$ cat src/rtl/btc_pkg.sv
package btc_pkg;

  typedef enum logic [1:0] {
    CNT_SNT = 2'b00,
    CNT_WNT = 2'b01,
    CNT_WT  = 2'b10,
    CNT_ST  = 2'b11
  } cnt_t;

  typedef enum logic [1:0] {
    OP_INIT = 2'b00,
    OP_INC  = 2'b01,
    OP_DEC  = 2'b10
  } cnt_op_t;

  // Saturating step of a two-bit direction counter.
  function automatic cnt_t cnt_step(input cnt_t cur, input cnt_op_t op);
    cnt_t res;
    case (op)
      OP_INC:  res = (cur == CNT_ST)  ? CNT_ST  : cnt_t'(cur + 2'd1);
      OP_DEC:  res = (cur == CNT_SNT) ? CNT_SNT : cnt_t'(cur - 2'd1);
      default: res = CNT_WT;
    endcase
    return res;
  endfunction

endpackage

$ cat src/rtl/btc_tag_store.sv
module btc_tag_store #(
  parameter int ENTRIES = 16,
  parameter int TAG_W   = 25,
  parameter int ADDR_W  = 32,
  localparam int IDX_W  = $clog2(ENTRIES)
) (
  input  logic              clk,
  input  logic              rst,
  input  logic [IDX_W-1:0]  rd0_idx,
  output logic              rd0_valid,
  output logic [TAG_W-1:0]  rd0_tag,
  output logic [ADDR_W-1:0] rd0_tgt,
  input  logic [IDX_W-1:0]  rd1_idx,
  output logic              rd1_valid,
  output logic [TAG_W-1:0]  rd1_tag,
  input  logic              wr_en,
  input  logic [IDX_W-1:0]  wr_idx,
  input  logic [TAG_W-1:0]  wr_tag,
  input  logic [ADDR_W-1:0] wr_tgt
);

  logic [ENTRIES-1:0] valid_q;
  logic [TAG_W-1:0]   tag_mem [ENTRIES];
  logic [ADDR_W-1:0]  tgt_mem [ENTRIES];

  // Valid bits need a reset, so they live in flops; one per line.
  for (genvar g = 0; g < ENTRIES; g++) begin : g_valid
    always_ff @(posedge clk) begin
      if (rst)
        valid_q[g] <= 1'b0;
      else if (wr_en && (wr_idx == IDX_W'(g)))
        valid_q[g] <= 1'b1;
    end
  end

  // Tag and target arrays: plain write port, no reset, RAM-friendly.
  always_ff @(posedge clk) begin
    if (wr_en) begin
      tag_mem[wr_idx] <= wr_tag;
      tgt_mem[wr_idx] <= wr_tgt;
    end
  end

  assign rd0_valid = valid_q[rd0_idx];
  assign rd0_tag   = tag_mem[rd0_idx];
  assign rd0_tgt   = tgt_mem[rd0_idx];
  assign rd1_valid = valid_q[rd1_idx];
  assign rd1_tag   = tag_mem[rd1_idx];


  alloc_valid_chk: assert property (@(posedge clk) disable iff (rst)
    wr_en |=> valid_q[$past(wr_idx)]);


  alloc_data_chk: assert property (@(posedge clk) disable iff (rst)
    wr_en |=> (tag_mem[$past(wr_idx)] == $past(wr_tag)) && (tgt_mem[$past(wr_idx)] == $past(wr_tgt)));

endmodule

$ cat src/rtl/btc_dir_counters.sv
module btc_dir_counters
  import btc_pkg::*;
#(
  parameter int ENTRIES = 16,
  localparam int IDX_W  = $clog2(ENTRIES)
) (
  input  logic             clk,
  input  logic             rst,
  input  logic [IDX_W-1:0] rd_idx,
  output logic             rd_taken,
  input  logic             wr_en,
  input  logic [IDX_W-1:0] wr_idx,
  input  cnt_op_t          wr_op
);

  cnt_t cnt_q [ENTRIES];

  for (genvar g = 0; g < ENTRIES; g++) begin : g_cnt
    always_ff @(posedge clk) begin
      if (rst)
        cnt_q[g] <= CNT_WT;
      else if (wr_en && (wr_idx == IDX_W'(g)))
        cnt_q[g] <= cnt_step(cnt_q[g], wr_op);
    end
  end

  assign rd_taken = cnt_q[rd_idx][1];


  inc_leaves_snt_chk: assert property (@(posedge clk) disable iff (rst)
    (wr_en && wr_op == OP_INC) |=> cnt_q[$past(wr_idx)] != CNT_SNT);


  dec_leaves_st_chk: assert property (@(posedge clk) disable iff (rst)
    (wr_en && wr_op == OP_DEC) |=> cnt_q[$past(wr_idx)] != CNT_ST);


  top_sat_chk: assert property (@(posedge clk) disable iff (rst)
    (wr_en && wr_op == OP_INC && cnt_q[wr_idx] == CNT_ST) |=> cnt_q[$past(wr_idx)] == CNT_ST);


  init_weak_chk: assert property (@(posedge clk) disable iff (rst)
    (wr_en && wr_op == OP_INIT) |=> cnt_q[$past(wr_idx)] == CNT_WT);

endmodule

$ cat src/rtl/btc_predictor.sv
module btc_predictor
  import btc_pkg::*;
#(
  parameter int ADDR_W      = 32,
  parameter int ENTRIES     = 16,
  parameter int INSN_BYTES  = 4,
  parameter int GROUP_INSNS = 2,
  parameter logic [ADDR_W-1:0] RESET_PC = '0
) (
  input  logic              clk,
  input  logic              rst,
  input  logic              fetch_valid,
  input  logic [ADDR_W-1:0] fetch_pc,
  input  logic              rslv_valid,
  input  logic [ADDR_W-1:0] rslv_pc,
  input  logic              rslv_taken,
  input  logic [ADDR_W-1:0] rslv_target,
  input  logic              rslv_mispredict,
  output logic [ADDR_W-1:0] next_pc,
  output logic              pred_taken,
  output logic              redirect
);

  localparam int GROUP_BYTES = INSN_BYTES * GROUP_INSNS;
  localparam int OFS_W       = $clog2(GROUP_BYTES);
  localparam int IDX_W       = $clog2(ENTRIES);
  localparam int TAG_W       = ADDR_W - OFS_W - IDX_W;

  // Fetch-side lookup
  logic [IDX_W-1:0]  f_idx, r_idx;
  logic [TAG_W-1:0]  f_tag, r_tag;
  logic              f_valid, r_valid, f_ctr_taken;
  logic [TAG_W-1:0]  f_line_tag, r_line_tag;
  logic [ADDR_W-1:0] f_line_tgt;
  logic              f_hit, r_hit, f_predict;
  logic [ADDR_W-1:0] fall_thru, corr_pc;

  // Resolution-side update
  logic              ts_wr_en, ct_wr_en, do_redirect;
  cnt_op_t           ct_op;

  assign f_idx = fetch_pc[OFS_W +: IDX_W];
  assign f_tag = fetch_pc[ADDR_W-1 -: TAG_W];
  assign r_idx = rslv_pc[OFS_W +: IDX_W];
  assign r_tag = rslv_pc[ADDR_W-1 -: TAG_W];

  btc_tag_store #(
    .ENTRIES (ENTRIES),
    .TAG_W   (TAG_W),
    .ADDR_W  (ADDR_W)
  ) u_tags (
    .clk       (clk),
    .rst       (rst),
    .rd0_idx   (f_idx),
    .rd0_valid (f_valid),
    .rd0_tag   (f_line_tag),
    .rd0_tgt   (f_line_tgt),
    .rd1_idx   (r_idx),
    .rd1_valid (r_valid),
    .rd1_tag   (r_line_tag),
    .wr_en     (ts_wr_en),
    .wr_idx    (r_idx),
    .wr_tag    (r_tag),
    .wr_tgt    (rslv_target)
  );

  btc_dir_counters #(
    .ENTRIES (ENTRIES)
  ) u_ctrs (
    .clk      (clk),
    .rst      (rst),
    .rd_idx   (f_idx),
    .rd_taken (f_ctr_taken),
    .wr_en    (ct_wr_en),
    .wr_idx   (r_idx),
    .wr_op    (ct_op)
  );

  assign f_hit     = f_valid && (f_line_tag == f_tag);
  assign r_hit     = r_valid && (r_line_tag == r_tag);
  assign f_predict = f_hit && f_ctr_taken;

  // Start of the next aligned group: set the offset bits, then add one.
  assign fall_thru = (fetch_pc | ADDR_W'(GROUP_BYTES - 1)) + ADDR_W'(1);
  assign corr_pc   = rslv_taken ? rslv_target : (rslv_pc + ADDR_W'(INSN_BYTES));

  // Update policy: a hit steps the counter; a taken outcome writes the line;
  // a taken miss allocates with a fresh weakly-taken counter; a not-taken miss does nothing.
  always_comb begin
    ts_wr_en = rslv_valid && rslv_taken;
    ct_wr_en = rslv_valid && (r_hit || rslv_taken);
    if (!r_hit)
      ct_op = OP_INIT;
    else if (rslv_taken)
      ct_op = OP_INC;
    else
      ct_op = OP_DEC;
  end

  assign do_redirect = rslv_valid && rslv_mispredict;

  always_ff @(posedge clk) begin
    if (rst) begin
      next_pc    <= RESET_PC;
      pred_taken <= 1'b0;
      redirect   <= 1'b0;
    end else if (do_redirect) begin
      next_pc    <= corr_pc;
      pred_taken <= 1'b0;
      redirect   <= 1'b1;
    end else if (fetch_valid) begin
      next_pc    <= f_predict ? f_line_tgt : fall_thru;
      pred_taken <= f_predict;
      redirect   <= 1'b0;
    end else begin
      pred_taken <= 1'b0;
      redirect   <= 1'b0;
    end
  end


  redirect_target_chk: assert property (@(posedge clk) disable iff (rst)
    (rslv_valid && rslv_mispredict) |=> redirect && !pred_taken &&
      (next_pc == ($past(rslv_taken) ? $past(rslv_target) : ($past(rslv_pc) + ADDR_W'(INSN_BYTES)))));


  pred_redirect_excl_chk: assert property (@(posedge clk) disable iff (rst)
    $onehot0({pred_taken, redirect}));


  idle_hold_chk: assert property (@(posedge clk) disable iff (rst)
    (!fetch_valid && !(rslv_valid && rslv_mispredict)) |=> $stable(next_pc) && !pred_taken && !redirect);


  fall_thru_chk: assert property (@(posedge clk) disable iff (rst)
    (fetch_valid && !(rslv_valid && rslv_mispredict)) |=>
      pred_taken || (next_pc == (($past(fetch_pc) | ADDR_W'(GROUP_BYTES - 1)) + ADDR_W'(1))));

endmodule

$ cat config.mk
export PLATFORM = sky130hd
export DESIGN_NAME = btc_predictor
export DESIGN_NICKNAME = d
export VERILOG_FILES = /design/src/rtl/btc_pkg.sv /design/src/rtl/btc_tag_store.sv /design/src/rtl/btc_dir_counters.sv /design/src/rtl/btc_predictor.sv
export SDC_FILE = /design/constraint.sdc
export NUM_CORES = 1
export LEC_CHECK = 0
export BUFFER_PORTS_ARGS = -buffer_cell sky130_fd_sc_hd__buf_2
export CELL_PAD_IN_SITES_DETAIL_PLACEMENT = 1
export CELL_PAD_IN_SITES_GLOBAL_PLACEMENT = 1
export CORE_UTILIZATION = 25
export CTS_BUF_LIST = sky130_fd_sc_hd__clkbuf_8
export DETAILED_ROUTE_END_ITERATION = 8
export PLACE_DENSITY_LB_ADDON = 0.1
export SLEW_MARGIN = 20
export SYNTH_ARGS = -nofsm -noshare
export SYNTH_HDL_FRONTEND = slang
export SYNTH_SLANG_ARGS = --single-unit
export TNS_END_PERCENT = 50
$ cat constraint.sdc
create_clock -name clk -period 9.01 [get_ports clk]
set_clock_uncertainty 0.2 [all_clocks]
set_input_delay 1.3515 -clock clk [delete_from_list [all_inputs] [get_ports clk]]
set_output_delay 1.3515 -clock clk [all_outputs]
set_load 0.005 [all_outputs]
==> flow_metrics.tcl <==
set metrics [dict create \
    p_leak_nw 16.40 \
    arrival_ns 6.03 \
    hold_ws_ns 0.2958 \
    yosys-top-cells-area "edfxtp_1, mux4_2, dfxtp_1" \
    num-fill-cells 18420 \
    coreArea_um2 176500 \
    rsz0062_at_grt "no" \
    utilization_pct 29.08 \
    postCtsHoldBufs 0 \
    yosys.area.top_type_share_pct 63.68 \
    grt_usage_pct 18.48 \
    drt_first_pass_iters 9 \
    critPathKind "input port to flop" \
    grt_max_degree 112 \
    multi_input_area_um2 14240 \
    drtIter0Drc 1935 \
    ant_nets 0 \
    vdd_drop_max_uv 133.1 \
    drcViolationCount 12 \
    finalCritPeriodShare_pct 62.39 \
    worst_ep_required_time_ns 9.42 \
    cts.htree.levels 4 \
    period_needed_ns 5.622 \
    cts_tree "done" \
    syn-cell-area_um2 44520 \
    areaGrowthSynthToFinish_pct 15.32 \
    synth_enable_flop_cells 944 \
    gp_congestion 0.8105 \
    violations "design-rule violations" \
    rows 154 \
    p_clk_share_pct 40.1 \
    syn-instance-count 2423 \
    grt_pass1_wl_um 229500 \
    p_per_area_nw_per_um2 195.3 \
    clock_path_buffers 3 \
    antenna_found_initial 36 \
    drv_cap 0 \
    final_common_cell "edfxtp_1" \
    worst_pin_slew_ns 1.124 \
    cp_max_fo 45 \
    cts_buffers 183 \
    critPathLaunchType "input port" \
    fin_tns_setup_ns 0 \
    fp.dieW_um 424.0 \
    seq_power_share_pct 51.4 \
    synth_flop_cell "edfxtp_1" \
    cts.clk_slew.worst_paths_ns 0.06 \
    cts_resized 0 \
    setup_viol 0 \
    layout.cells.non_filler 5141 \
    cts-root-buf "clkbuf_8" \
    grt_pass1_vias 27570 \
    fmax_mhz 177.9 \
    synth_nets 2527 \
    switching_share_pct 26.07 \
    cellInternalPower_mw 7.412 \
    grt_remaining_overflow 0 \
    wire_per_inst_um 32.48 \
    die_y_um 424.0 \
    regArea_um2 29350 \
    hold_class "flop to flop" \
    synth_warnings 0 \
    switching_power_mw 2.613 \
    port_buffers 132 \
    drive_gt1_share_pct 31.42 \
    seq_area_frac_synth_pct 65.93 \
    ys_seq_elements 994 \
    via_per_inst 4.936 \
    cts_sinks 994 \
    post_cts_buffers 0 \
    synth_top_area_cell "edfxtp_1" \
    p_total_mw 10.03 \
    die_area_um2 179800 \
    crit_path_end_kind "flop" \
    final-hold-violation-count 0 \
    clkLatencyLatePin_ns 0.93 \
    vias 25370 \
    yosysUniqueCellTypes 77 \
    fin_nets 2746 \
    status "finished, violations left" \
    finalWirelength_um 167000 \
    initial_core_util_pct 25.22 \
    synth_async_sr_flop_share_pct 0 \
    final_cell_mix "edfxtp_1, mux4_2, clkbuf_8" \
    drv_slew 0 \
    power_frac_comb_pct 8.5 \
    io_pins 136 \
    synth_area_per_cell_um2 18.37 \
    dpl.hpwl_um 103000 \
    relSlewSlack_pct 24.79 \
    dp.cells 4797 \
]
cells by family (layout without fill, tap and decap cells):
logic type	Yosys count	in the layout	synth area share (%)
AND/OR/NAND/NOR	354	354	3.943
adder cells (fa/ha/maj)	18	18	0.4160
AO/OA/AOI/OAI	254	254	4.157
flip-flops	994	994	65.93
other	0	13	0
multiplexers	502	502	21.43
buffers and inverters	210	575	2.336
XOR/XNOR	91	91	1.790
Yosys cell counts, types with 9 or more instances:
library cell  count
nor2_1          103
o211ai_1         21
a22oi_1          15
a31o_2           17
a21oi_1          56
nand4_1          17
o22ai_1          20
nand3_1          42
mux2_2           44
and3_1           26
inv_1            38
mux2i_1          98
mux4_2          356
buf_6            16
edfxtp_1        944
clkbuf_1         85
nand2_1          86
xnor2_1          66
buf_1            15
a221oi_1         21
buf_2            41
a31oi_1           9
a211oi_1         20
nor3_1           13
nor2b_1          18
dfxtp_1          50
o21ai_0          20
xor2_1           25
maj3_1           16
routing by layer:
layer | vias to the layer above | global-route usage, % | share of wire, %
met3 | 266 | 2.846 | 4.1
met1 | 13840 | 23.54 | 42
li1 | 10550 | - | -
met2 | 705 | 32.06 | 51
met4 | 16 | 5.740 | 2.8
met5 | - | 0 | 0.058
flip-flops by register name (all words and copies together), names as in the netlist:
name,count
next_pc,32
pred_taken,1
redirect,1
u_ctrs.cnt_q,32
u_tags.tag_mem,400
u_tags.tgt_mem,512
u_tags.valid_q,16
worst max-delay path: stages:
cell and delay [ns]:
clkbuf_8 0.50, buf_4 0.66, mux4_2 0.60, mux4_2 0.48
xnor2_1 0.26, nand4_1 0.19, nor4_2 0.61, nand4_2 0.35
nand2_1 0.65, a31o_2 0.29
final cells by class:
cell class                 instances  share of cell area [%]
inverter                          41                  0.3047
antenna                           13                 0.06337
clock buffer                     185                   4.960
timing repair buffer             203                   2.550
clock inverter                   146                   1.509
multi-input combinational       1219                   27.74
tap                             2340                   5.704
sequential                       994                   57.17
through the flow:
| step | area [um^2] | setup slack (ns) |
|---|---|---|
| 6_report | 51330 | 3.388 |
| 5_1_grt | 51320 | 3.159 |
| 4_1_cts | 51300 | 3.274 |
| 3_5_place_dp | 47980 | 2.266 |
| 3_3_place_gp | 47980 | 2.308 |
| 2_1_floorplan | 44520 | 1.144 |
worst paths after layout:
kind | startpoint | endpoint | slack, ns | depth (start not counted)
min | next_pc[5] | next_pc[5] | 0.30 | 2
max | rslv_pc[3] | u_ctrs.cnt_q[0][1] | 3.39 | 10
min reg2reg | next_pc[5] | next_pc[5] | 0.30 | 2
max reg2reg | u_tags.tag_mem[15][19] | u_ctrs.cnt_q[0][1] | 4.32 | 8
power groups by stage:
stage / Sequential, mW / Clock, mW / Combinational, mW
after floorplan: 5.24 / 0 / 0.490
after detailed placement: 5.25 / 0 / 0.870
after global placement: 5.25 / 0 / 0.860
final: 5.16 / 4.02 / 0.852
after global routing: 5.16 / 4.35 / 0.908
after CTS: 5.16 / 4.18 / 0.873
Note: power is estimated with default switching activity, not from simulation.
